[src/rtl/dbgtrig_pkg.sv]
`timescale 1ns/1ps
package dbgtrig_pkg;

  // Watchpoint direction filter; bit 0 admits loads, bit 1 admits stores.
  typedef enum logic [1:0] {
    WMODE_OFF   = 2'b00,
    WMODE_LOAD  = 2'b01,
    WMODE_STORE = 2'b10,
    WMODE_ANY   = 2'b11
  } wmode_e;

  typedef enum logic [1:0] {
    CAUSE_NONE  = 2'b00,
    CAUSE_BKPT  = 2'b01,
    CAUSE_WATCH = 2'b10
  } cause_e;

  function automatic int idx_bits(input int n);
    return (n <= 1) ? 1 : $clog2(n);
  endfunction

endpackage

[src/rtl/dbgtrig_bp_slot.sv]
`timescale 1ns/1ps
module dbgtrig_bp_slot #(
  parameter int ADDR_W = 32
) (
  input  logic              clk,
  input  logic              rst_n,
  input  logic              wr_sel,
  input  logic [ADDR_W-1:0] wr_addr,
  input  logic              wr_en_bit,
  input  logic              fetch_vld,
  input  logic [ADDR_W-1:0] fetch_pc,
  output logic              match
);

  logic [ADDR_W-1:0] addr_q, addr_d;
  logic              en_q, en_d;

  // next state
  always_comb begin
    addr_d = addr_q;
    en_d   = en_q;
    if (wr_sel) begin
      addr_d = wr_addr;
      en_d   = wr_en_bit;
    end
  end

  // registers with explicit clock enable
  always_ff @(posedge clk or negedge rst_n) begin
    if (!rst_n) begin
      addr_q <= '0;
      en_q   <= 1'b0;
    end else if (wr_sel) begin
      addr_q <= addr_d;
      en_q   <= en_d;
    end
  end

  assign match = en_q & fetch_vld & (fetch_pc == addr_q);

  AST_BP_CFG_LOAD: assert property (@(posedge clk) disable iff (!rst_n)
    wr_sel |=> (addr_q == $past(wr_addr)) && (en_q == $past(wr_en_bit)));

  AST_BP_NEEDS_FETCH: assert property (@(posedge clk) disable iff (!rst_n)
    match |-> fetch_vld && en_q);

endmodule

[src/rtl/dbgtrig_wp_slot.sv]
`timescale 1ns/1ps
module dbgtrig_wp_slot
  import dbgtrig_pkg::*;
#(
  parameter int ADDR_W = 32
) (
  input  logic              clk,
  input  logic              rst_n,
  input  logic              wr_sel,
  input  logic [ADDR_W-1:0] wr_addr,
  input  logic              wr_en_bit,
  input  logic [1:0]        wr_mode,
  input  logic              dacc_vld,
  input  logic              dacc_we,
  input  logic [ADDR_W-1:0] dacc_addr,
  output logic              match
);

  logic [ADDR_W-1:0] addr_q, addr_d;
  logic              en_q, en_d;
  wmode_e            mode_q, mode_d;
  logic              dir_ok;

  // next state
  always_comb begin
    addr_d = addr_q;
    en_d   = en_q;
    mode_d = mode_q;
    if (wr_sel) begin
      addr_d = wr_addr;
      en_d   = wr_en_bit;
      mode_d = wmode_e'(wr_mode);
    end
  end

  always_ff @(posedge clk or negedge rst_n) begin
    if (!rst_n) begin
      addr_q <= '0;
      en_q   <= 1'b0;
      mode_q <= WMODE_OFF;
    end else if (wr_sel) begin
      addr_q <= addr_d;
      en_q   <= en_d;
      mode_q <= mode_d;
    end
  end

  // direction filter: a store needs the store bit, a load needs the load bit
  always_comb begin
    unique case (mode_q)
      WMODE_LOAD:  dir_ok = ~dacc_we;
      WMODE_STORE: dir_ok = dacc_we;
      WMODE_ANY:   dir_ok = 1'b1;
      default:     dir_ok = 1'b0;
    endcase
  end

  // single-byte window: exact address equality
  assign match = en_q & dacc_vld & dir_ok & (dacc_addr == addr_q);

  AST_WP_OFF_SILENT: assert property (@(posedge clk) disable iff (!rst_n)
    (mode_q == WMODE_OFF || !en_q) |-> !match);

  AST_WP_STORE_FILTER: assert property (@(posedge clk) disable iff (!rst_n)
    (match && dacc_we) |-> mode_q[1]);

  AST_WP_LOAD_FILTER: assert property (@(posedge clk) disable iff (!rst_n)
    (match && !dacc_we) |-> mode_q[0]);

  AST_WP_CFG_LOAD: assert property (@(posedge clk) disable iff (!rst_n)
    wr_sel |=> (addr_q == $past(wr_addr)) && (mode_q == $past(wr_mode)));

endmodule

[src/rtl/dbgtrig_arbiter.sv]
`timescale 1ns/1ps
module dbgtrig_arbiter
  import dbgtrig_pkg::*;
#(
  parameter int NUM_BP = 4,
  parameter int NUM_WP = 4
) (
  input  logic [NUM_BP-1:0] bp_vec,
  input  logic [NUM_WP-1:0] wp_vec,
  output logic              bp_hit,
  output logic              wp_hit,
  output logic [1:0]        hit_cause
);

  logic bp_any, wp_any;
  cause_e cause;

  assign bp_any = |bp_vec;
  assign wp_any = |wp_vec;

  // breakpoint wins; watchpoint suppressed in the same cycle
  always_comb begin
    bp_hit = bp_any;
    wp_hit = wp_any & ~bp_any;
    if (bp_any)      cause = CAUSE_BKPT;
    else if (wp_any) cause = CAUSE_WATCH;
    else             cause = CAUSE_NONE;
  end

  assign hit_cause = cause;

endmodule

[src/rtl/dbg_trigger_unit.sv]
`timescale 1ns/1ps
module dbg_trigger_unit
  import dbgtrig_pkg::*;
#(
  parameter int ADDR_W = 32,
  parameter int NUM_BP = 4,
  parameter int NUM_WP = 4,
  localparam int IDX_W = idx_bits((NUM_BP > NUM_WP) ? NUM_BP : NUM_WP)
) (
  input  logic              clk,
  input  logic              rst_n,
  input  logic              cfg_we,
  input  logic              cfg_wp,
  input  logic [IDX_W-1:0]  cfg_idx,
  input  logic [ADDR_W-1:0] cfg_addr,
  input  logic              cfg_en,
  input  logic [1:0]        cfg_mode,
  input  logic              fetch_vld,
  input  logic [ADDR_W-1:0] fetch_pc,
  input  logic              dacc_vld,
  input  logic              dacc_we,
  input  logic [ADDR_W-1:0] dacc_addr,
  output logic              bp_hit,
  output logic              wp_hit,
  output logic [1:0]        hit_cause
);

  // reset: asserted asynchronously, released on a clock edge
  logic [1:0] rst_sync_q;
  logic       rst_int_n;

  always_ff @(posedge clk or negedge rst_n) begin
    if (!rst_n) rst_sync_q <= 2'b00;
    else        rst_sync_q <= {rst_sync_q[0], 1'b1};
  end
  assign rst_int_n = rst_sync_q[1];

  logic [NUM_BP-1:0] bp_vec;
  logic [NUM_WP-1:0] wp_vec;

  for (genvar b = 0; b < NUM_BP; b++) begin : g_bp
    logic sel;
    assign sel = cfg_we & ~cfg_wp & (cfg_idx == IDX_W'(b));
    dbgtrig_bp_slot #(.ADDR_W(ADDR_W)) i_slot (
      .clk       (clk),
      .rst_n     (rst_int_n),
      .wr_sel    (sel),
      .wr_addr   (cfg_addr),
      .wr_en_bit (cfg_en),
      .fetch_vld (fetch_vld),
      .fetch_pc  (fetch_pc),
      .match     (bp_vec[b])
    );
  end

  for (genvar w = 0; w < NUM_WP; w++) begin : g_wp
    logic sel;
    assign sel = cfg_we & cfg_wp & (cfg_idx == IDX_W'(w));
    dbgtrig_wp_slot #(.ADDR_W(ADDR_W)) i_slot (
      .clk       (clk),
      .rst_n     (rst_int_n),
      .wr_sel    (sel),
      .wr_addr   (cfg_addr),
      .wr_en_bit (cfg_en),
      .wr_mode   (cfg_mode),
      .dacc_vld  (dacc_vld),
      .dacc_we   (dacc_we),
      .dacc_addr (dacc_addr),
      .match     (wp_vec[w])
    );
  end

  dbgtrig_arbiter #(.NUM_BP(NUM_BP), .NUM_WP(NUM_WP)) i_arb (
    .bp_vec    (bp_vec),
    .wp_vec    (wp_vec),
    .bp_hit    (bp_hit),
    .wp_hit    (wp_hit),
    .hit_cause (hit_cause)
  );

  AST_BP_PRIORITY: assert property (@(posedge clk) disable iff (!rst_int_n)
    (|bp_vec && |wp_vec) |-> (bp_hit && !wp_hit));

  AST_ONE_HIT: assert property (@(posedge clk) disable iff (!rst_int_n)
    $onehot0({bp_hit, wp_hit}));

  AST_CAUSE_BKPT: assert property (@(posedge clk) disable iff (!rst_int_n)
    bp_hit |-> (hit_cause == CAUSE_BKPT));

  AST_CAUSE_WATCH: assert property (@(posedge clk) disable iff (!rst_int_n)
    wp_hit |-> (hit_cause == CAUSE_WATCH));

  AST_NO_WP_WITHOUT_VALID: assert property (@(posedge clk) disable iff (!rst_int_n)
    !dacc_vld |-> !wp_hit);

  AST_NO_BP_WITHOUT_FETCH: assert property (@(posedge clk) disable iff (!rst_int_n)
    !fetch_vld |-> !bp_hit);

endmodule

[config.mk]
export PLATFORM = sky130hd
export DESIGN_NAME = dbg_trigger_unit
export DESIGN_NICKNAME = d
export VERILOG_FILES = /design/src/rtl/dbgtrig_pkg.sv /design/src/rtl/dbgtrig_bp_slot.sv /design/src/rtl/dbgtrig_wp_slot.sv /design/src/rtl/dbgtrig_arbiter.sv /design/src/rtl/dbg_trigger_unit.sv
export SDC_FILE = /design/constraint.sdc
export NUM_CORES = 1
export LEC_CHECK = 0
export ABC_AREA = 1
export ABC_CLOCK_PERIOD_IN_PS = 14570
export CELL_PAD_IN_SITES_DETAIL_PLACEMENT = 0
export CELL_PAD_IN_SITES_GLOBAL_PLACEMENT = 1
export CORE_MARGIN = 2
export CORE_UTILIZATION = 33
export DETAILED_ROUTE_END_ITERATION = 6
export DONT_BUFFER_PORTS = 1
export HOLD_SLACK_MARGIN = 0.06
export PLACE_DENSITY = 0.67
export SETUP_SLACK_MARGIN = 0.02
export SYNTH_ARGS = -nofsm -noshare
export SYNTH_HDL_FRONTEND = slang
export SYNTH_SLANG_ARGS = --single-unit
[constraint.sdc]
create_clock -name clk -period 14.57 [get_ports clk]
set_clock_uncertainty 0.15 [all_clocks]
set_input_delay 2.914 -clock clk [delete_from_list [all_inputs] [get_ports clk]]
set_output_delay 2.914 -clock clk [all_outputs]
set_load 0.01 [all_outputs]
==> results of run 1 <==
## worst min path at each step
stage | start | to | slack (ps) | cells after the start
2_1_floorplan | rst_sync_q[0] | rst_sync_q[1] | 180 | 0
5_1_grt | rst_sync_q[0] | rst_sync_q[1] | 220 | 0
4_1_cts | rst_sync_q[1] | g_bp[2].i_slot.addr_q[25] | 210 | 0
3_5_place_dp | rst_sync_q[0] | rst_sync_q[1] | 190 | 0
6_report | rst_sync_q[1] | g_bp[3].i_slot.addr_q[24] | 180 | 0
3_3_place_gp | rst_sync_q[0] | rst_sync_q[1] | 190 | 0
## flip-flops by register name, summed over array words and instances (netlist names)
name / count
g_bp.i_slot.addr_q: 128
g_bp.i_slot.en_q: 4
rst_sync_q: 2
g_wp.i_slot.mode_q: 8
g_wp.i_slot.en_q: 4
g_wp.i_slot.addr_q: 128
## layer usage
| layer | vias to the layer above | share of wire |
|---|---|---|
| li1 | 5708 | - |
| met4 | 0 | 0.034 |
| met2 | 327 | 0.48 |
| met5 | - | 0 |
| met1 | 5395 | 0.42 |
| met3 | 80 | 0.058 |
## cells in the mapped netlist
library cell,instances
clkbuf_2,7
clkbuf_1,32
or2_0,1
buf_4,4
inv_2,14
nand3_1,16
nor3_4,1
o21bai_1,3
dfrtp_1,274
o21ai_0,306
nor3_1,7
inv_1,215
nand2_1,649
nor2_1,136
o21ai_1,23
buf_6,2
buf_2,23
xnor2_1,57
nor2_2,2
conb_1,1
o221ai_1,2
o22ai_1,10
o211ai_1,3
a21oi_1,16
nand2_2,1
nand4_1,18
xor2_1,27
## cell type report
class                           count  area [µm²]
Fill cell                        4523       26260
Clock inverter                     10       131.4
Sequential cell                   274        6860
Timing Repair Buffer               10       87.58
Clock buffer                       49       968.4
Tap cell                          539       674.4
Inverter                          229       859.6
Multi-Input combinational cell   1279        5827
## metrics by stage
stage	util	area [µm²]
floorplan	-	13850
global placement	0.3434	14310
detailed placement	0.3434	14310
CTS	0.3698	15410
global route	0.3698	15410
finish	0.3698	15410
## cell families after synthesis
family          count (synthesis)  synth area share
simple gates                  831            0.2322
buf+inv                       297           0.08540
xor+xnor                       84           0.05314
compound gates                363            0.1337
flops                         274            0.4952
other cells                     1         0.0002708
## placed cells by master, fill, tap and decap left out
cell / instances
a21oi_1: 16
buf_12: 1
buf_4: 9
bufinv_16: 3
clkbuf_1: 10
clkbuf_16: 35
clkbuf_8: 4
clkinv_2: 5
clkinvlp_4: 1
conb_1: 1
dfrtp_1: 273
dfrtp_4: 1
inv_1: 215
inv_2: 14
inv_6: 1
nand2_1: 643
nand2_2: 7
nand3_1: 15
nand3_2: 1
nand4_1: 18
nor2_1: 136
nor2_2: 2
nor3_1: 7
nor3_4: 1
o211ai_1: 3
o21ai_0: 306
o21ai_1: 23
o21bai_1: 3
o221ai_1: 2
o22ai_1: 10
or2_0: 1
xnor2_1: 57
xor2_1: 27
## power by group through the flow
stage / Combinational (mW) / Sequential [mW] / Clock [mW]
CTS: 0.416 / 1.02 / 0.872
global route: 0.473 / 1.03 / 0.902
finish: 0.409 / 1.02 / 0.853
global placement: 0.410 / 1.02 / 0
floorplan: 0.289 / 1.00 / 0
detailed placement: 0.414 / 1.03 / 0
==> results.md, run 1 <==
Floorplanning:
- The die covers 43610 µm².
- For this configuration, the core starts out at a cell density of 0.3323.
- For this design the top-level I/O count stands at 112.
- After floorplanning, the core was divided into 75 placement rows.
- The area of the core region is 41670 µm².
- The die width is 208.8 µm.
- Measured along the y axis, the die boundary spans 208.8 µm.

Drt:
- The total via count in the routed design is 11510.
- The first TritonRoute pass finished after 6 iterations.
- The total wire length is 49450 µm.
- In this run, the number of DRC markers left after iteration 0 of detailed routing was 885.
- In the routed layout, each cell is associated on average with a via count of 4.816.
- After detailed routing, the number of remaining DRC violations is 0.
- After detailed routing, the average wire length per cell comes to 20.69 µm.
- The post-route antenna net violation count is 0.

Clock network:
- The clock latency of the later-clocked register in the worst-skew pair is 520 ps.
- The number of hold-repair buffers added at the cts stage is 0.
- For this design, the sink count on the clock tree is 274.
- The number of buffers added for setup after CTS is 0.
- TritonCTS built the clock tree.
- Once the clock tree was built, the resizer swapped 0 gates to a different size.
- In this run the number of H-tree levels came out at 2.
- Counting the buffers created by CTS gives 34.
- Clock-pin slew was measured on the worst setup and hold paths at 60 ps.
- In this run the deepest clock path goes through 3 buffers.
- The clock root buffer is clkbuf_16.

Logic synthesis:
- The mapped netlist covers 13850 µm².
- The Yosys step of the flow raised 0 warnings.
- The proportion of synthesized chip area in sequential cells is 0.4952.
- Counting every net in the synthesized netlist gives 1958.
- Of the post-synthesis cell area, the dominant cell type holds 0.4952.
- The mean post-synth cell area is 7.484 µm².
- The leading area contributor after synthesis is dfrtp_1.
- The count of state elements after synthesis is 274.
- By area the synthesized netlist is led by dfrtp_1, nand2_1, o21ai_0.
- The count of unique library cells instantiated by Yosys is 27.
- The cell count after synthesis came out at 1850.

Layout:
- The repair_antennas step left the layout with diodes totalling 0.
- Of the cells placed in the final design, the portion with a size suffix greater than 1 is 0.04592.
- The number of nets at the end of the flow is 1936.
- Compared with the post-synthesis result, the final layout area differs by 11.29%.
- The count of cells in the finished layout, fillers not included, comes to 2390.

STA:
- The maximum frequency from static timing analysis is 133.6 MHz.
- The measured slew at the worst slew-check pin is 1024 ps.
- The worst slew margin relative to its limit is 0.3175.
- In the finished design, the share of the clock period the worst path needs comes to 0.5138.
- The count of endpoints failing setup in the final report is 0.
- Hold is met by 183.5 ps.
- In the final timing run, aggregate negative setup slack is 0 ps.
- For the finished layout, the period the worst path requires is 7486 ps.
- In the post-route analysis, the smallest setup slack over all paths is 7084 ps.
- Setup repair after global routing left no endpoint under its margin.
- The final number of max-transition violations was 0.
- The number of hold violations in the final report is 0.

GRT:
- For met1 alone, demand over resource in global routing was 0.2955.
- In this run the most used layer during global routing was met2.
- For met2 alone, demand over resource in global routing was 0.3884.
- The first global-routing pass estimated 73660 µm of wire.
- The via count of the first global-routing pass was 11401.
- The maximum number of pins on one net before global-route repair is 167.
- The number of antenna violations at the first check in global routing came to 0.
- The global-route usage over all layers is 0.2294.
- Summed over all layers, the global routing overflow is 0.
- The routing usage on met3 is 0.04223.

Setup path:
- The slowest stage cell on the critical path is o21ai_0.
- Counting buffers and inverters, the worst setup path is 10 cells deep.
- The number of buffers and inverters on the critical path is 1.
- The critical path's largest stage delay is 460 ps.
- The required time of the critical path is 11510 ps.
- The capture instance of the worst register-to-register path is g_wp[3].i_slot.addr_q[31].
- Of all nets on the critical path, the largest fanout is 5.
- The endpoint class of the critical path is an output pin.
- In this run the critical register-to-register path is launched from rst_sync_q[1].
- The critical path startpoint category is a primary input.
- The most critical setup path has its startpoint at fetch_pc[7].
- The cell that appears most often on the critical path is nor2_1.
- The end point of the critical path is wp_hit.
- The logic depth of the worst register-to-register path is 1.
- The worst setup path is of the in2out kind.
- The worst reg-to-reg setup slack is 12740 ps.
- The signal arrival time at the worst endpoint is 4420 ps.
- The largest delay contributor family on the critical path is simple AND/OR/NAND/NOR gates.
- The critical path goes through inv_2 -> o21ai_0 -> nor2_1 -> nand2_1 -> nor2_1 -> nand3_1 -> nor2_1 -> nor2_1 -> nand2_2 -> nor2_2.

Worst hold path:
- The type of the worst min-delay path is reg2async.

Placement:
- During placement, the flow inserted port buffers numbering 0.
- The placed cell count is 2331.
- Timing analysis after detailed placement gives a worst setup slack of 7017 ps.
- Detailed placement ended at an HPWL of 36720 µm.
- The final estimated routing congestion in global placement is 0.8824.

Pwr:
- The leakage dissipation is 7.557 nW.
- The internal portion of total power is 1.574 mW.
- The proportion of power drawn by the clock network is 0.375.
- For this design the ratio of total power to cell area is 147.8 nW/µm².
- The share of total power dissipated in combinational logic is 0.179.
- The net switching power figure is 0.7034 mW.
- Of the total power, the share spent switching nets is 0.3088.
- The overall power after layout is 2.278 mW.
- Of the total power, registers draw 0.446.
- The worst IR drop on VDD is 97.04 µV.

Job:
- The count of max-cap constraint violations is 0.

Outcome:
- The run finished with clean final reports.
No activity file was read; power rests on OpenSTA's default activity.
==> inputs of run 2 (changes only) <==
Settings changed: ABC_AREA 1 to 0, ABC_CLOCK_PERIOD_IN_PS 14570 to 7000, PLACE_DENSITY 0.67 to 0.62.
Clock period 14.57 ns to 7 ns, I/O delays scaled along.
==> run 2 against run 1 <==
Against the previous run: synthesized area is 3.9% lower; register-to-register slack worse by 7600 ps; power is 100% higher; hold slack worse by 45 ps; sequential share of layout area grew 2.2 points; setup slack worse by 4900 ps; synthesized cell count fell by 47%; largest cell class unchanged.
==> results.md, run 2 <==
Pwr:
- The worst IR drop on VDD is 149.4 µV (+54%).
- The areal power density over the cells came to 315.9 nW/µm² (+110%).
- The leakage dissipation was 5.706 nW (-24%).

Worst hold path:
- The tightest min-delay check is of the reg2async type.

Logic synthesis:
- The count of state elements after synthesis is 274 (unchanged).
- The share of the synthesized area in the top cell type is 0.5155 (+0.02031).
- The cell count after synthesis came to 984 (-47%).
- The primary flip-flop cell chosen by synthesis mapping is dfrtp_1.
- In the synthesized netlist, the cells that appear most often are dfrtp_1, mux2_2, xnor2_1, nand4_1.
- The post-synthesis net count is 1092 (-44%).
- The number of synthesis warnings is 0 (unchanged).
- The count of unique library cells instantiated by Yosys is 30 (+11%).
- The post-synthesis instance area is 13300 µm² (-3.9%).
- The leading area contributor after synthesis is dfrtp_1.
- By area the synthesized netlist is led by dfrtp_1, mux2_2, xnor2_1.
- The most instantiated library cell after synthesis is dfrtp_1.
- The proportion of register bits with asynchronous set or reset after synthesis is 1.000 (unchanged).
- The mean post-synth cell area is 13.52 µm² (+81%).
- The number of synthesized flops with an enable pin is 0 (unchanged).
- The proportion of synthesized chip area in sequential cells was 0.5155 (+0.02031).

Drt:
- The detailed-router iteration count before antenna repair is 4 (-2).
- The post-route met1 wirelength was 16920 µm (-19%).
- The wire length on met2 is 17130 µm (-29%).
- The via density per instance is 4.983 (+3.5%).
- The mean routed wirelength per cell was 25.19 µm (+22%).
- Routed signal wires occupy layers up through met4.
- The post-route antenna net violation count was 0 (unchanged).
- The met3 layer wire length in the routed design is 3374 µm (+18%).
- The starting DRC count in detailed routing is 523 (-41%).
- The number of remaining DRC errors is 0 (unchanged).
- The total wire length is 37880 µm (-23%).
- The total via count in the routed design is 7494 (-35%).

Setup path:
- The maximum net fanout on the critical path is 4 (-1).
- The critical path is of the in2out type.
- STA classifies the critical path startpoint as a primary input.
- The worst setup path is captured at an output pin.
- The signal arrival time at the worst endpoint is 3310 ps (-1110 ps).
- The required time of the critical path is 5450 ps (-6060 ps).

Floorplanning:
- The area of the die was 41930 µm² (-3.9%).
- The die span in y was 204.8 µm (-2.0%).
- The number of top-level pins is 112 (unchanged).
- The die width came to 204.8 µm (-2.0%).
- The number of core rows was 73 (-2.7%).
- The initial core utilization is 0.3348 (+0.002438).
- The area of the core region is 39730 µm² (-4.6%).

STA:
- The final number of max-transition violations is 0 (unchanged).
- The post-route worst hold slack is 138.6 ps (-44.91 ps).
- The count of endpoints failing setup in the final report is 0 (unchanged).
- The setup slack of the critical path after layout came to 2145 ps (-4939 ps).
- The maximum frequency from static timing analysis is 206.0 MHz.
- The number of hold violations in the final report is 0 (unchanged).
- The total negative slack came to 0 ps (unchanged).
- The measured slew at the worst slew-check pin was 1109 ps (+85.33 ps).
- The post-route fraction of the period consumed by the critical path is 0.6936.
- Setup repair after global routing left no endpoint under its margin.
- The worst slew margin relative to its limit is 0.2606 (-0.05689).
- The minimum clock period is 4855 ps.

Placement:
- The total half-perimeter wirelength after legalization and detailed placement is 27580 µm (-25%).
- The number of port buffers came to 0 (unchanged).
- The placed instance area is 13700 µm² (-4.3%).
- The final estimated routing congestion in global placement is 0.8501 (-3.7%).
- The placement-stage worst setup slack is 2221 ps (-4795 ps).

Layout:
- From synthesis to final layout, the design area changed by 10.41%.
- The number of nets at the end of the flow is 1069 (-45%).
- Leaving out fill and tap cells, the most frequent cells in the layout are dfrtp_1, mux2_2, xnor2_1.
- The fill cell total of the finished layout was 3805 (-16%).
- The number of antenna cells inserted was 0 (unchanged).
- The largest registers in the layout are g_bp.i_slot.addr_q x128, g_wp.i_slot.addr_q x128, g_wp.i_slot.mode_q x8.
- The area taken by multi-input logic gates is 6075 µm² (+4.3%).
- The fraction of final layout cells sized beyond drive strength 1 is 0.3401 (+0.2942).
- The design area is 14690 µm² (-4.7%).
- Leaving out fill and tap cells, the most frequent cell in the layout is dfrtp_1.
- The storage element area is 6860 µm² (unchanged).

GRT:
- The maximum number of pins on one net before global-route repair is 161 (-3.6%).
- The number of antenna violations at the first check in global routing came to 0 (unchanged).
- The first-pass GRT wire length is 55780 µm (-24%).
- The global-route usage over all layers is 0.1832 (-0.04618).
- The via count of the first global-routing pass is 7851 (-31%).
- The aggregate global routing overflow came to 0 (unchanged).

Outcome:
- The flow ran to the end, and the final reports show no timing, DRC or antenna violations.

Clock network:
- The clock sink total came to 274 (unchanged).
- The clock transition at the register clock pins on the worst setup and hold paths after CTS is 60 ps (about the same).
- The number of buffers created by CTS was 30 (-12%).
- The clock latency of the later-clocked register in the worst-skew pair came to 540 ps (+20 ps).
- The CTS tree is done.
- The total of cells resized after clock tree synthesis came to 0 (unchanged).
- The CTS H-tree depth was 1 (-1).
- The deepest clock path buffer count is 3 (unchanged).
- The clock root buffer is clkbuf_16.
- The number of buffers added for setup after CTS came to 0 (unchanged).
- The number of hold-repair buffers added at the cts stage is 0 (unchanged).

Job:
- The count of max-cap constraint violations came to 0 (unchanged).
==> run 2: critical path, stage by stage <==
cell and delay, ps:
xnor2_1 360, nand4_1 230, nor4_1 500, nand3_1 140, nand4_1 490, a41oi_2 180
==> run 2: final cells by class <==
| class | instances | share of cell area |
|---|---|---|
| well taps | 525 | 0.04473 |
| multi-input cells | 640 | 0.4137 |
| clock buffers | 40 | 0.05853 |
| repair buffers | 10 | 0.005964 |
| flip-flops and latches | 274 | 0.4672 |
| inverters | 5 | 0.001278 |
| clock inverters | 10 | 0.008690 |
==> run 2: kinds of logic after synthesis <==
kind of cell | after synthesis | share of synthesized area
other cells | 1 | 0.0002819
flops | 274 | 0.5155
simple gates | 106 | 0.05372
compound gates | 6 | 0.004234
xor+xnor | 252 | 0.1659
mux | 275 | 0.2325
buf+inv | 70 | 0.02775
==> run 2: worst paths after layout <==
| kind | cells past startpoint | slack [ps] | end | start |
|---|---|---|---|---|
| max | 6 | 2140 | hit_cause[1] | fetch_pc[12] |
| min | 0 | 140 | g_wp[0].i_slot.addr_q[2] | rst_sync_q[1] |
| max reg2reg | 1 | 5140 | g_wp[1].i_slot.addr_q[14] | rst_sync_q[1] |
| min reg2reg | 0 | 140 | g_wp[0].i_slot.addr_q[2] | rst_sync_q[1] |
| max in group asynchronous | 1 | 5140 | g_wp[1].i_slot.addr_q[14] | rst_sync_q[1] |
| min in group clk | 0 | 200 | rst_sync_q[1] | rst_sync_q[0] |
==> run 2: power by group <==
group	internal, mW	leakage (nW)	switching, mW	total [mW]
Clock	0.961	0.489	0.638	1.60
Combinational	0.522	1.93	0.351	0.873
Sequential	1.93	3.29	0.232	2.17
Total	3.42	5.71	1.22	4.64
==> run 2: through the flow <==
stage / util / total power [mW] / std cells
2_1_floorplan: - / 2.859 / 984
3_3_place_gp: 0.3448 / 3.052 / 1454
3_5_place_dp: 0.3448 / 3.073 / 1454
4_1_cts: 0.3696 / 4.693 / 1504
5_1_grt: 0.3696 / 4.872 / 1504
6_report: 0.3696 / 4.638 / 1504
==> run 2: metal layers <==
metal	track usage	up-vias
met1	0.2495	3937
met2	0.2827	152
li1	-	3375
met5	0	-
met3	0.06443	30
met4	0.03390	0
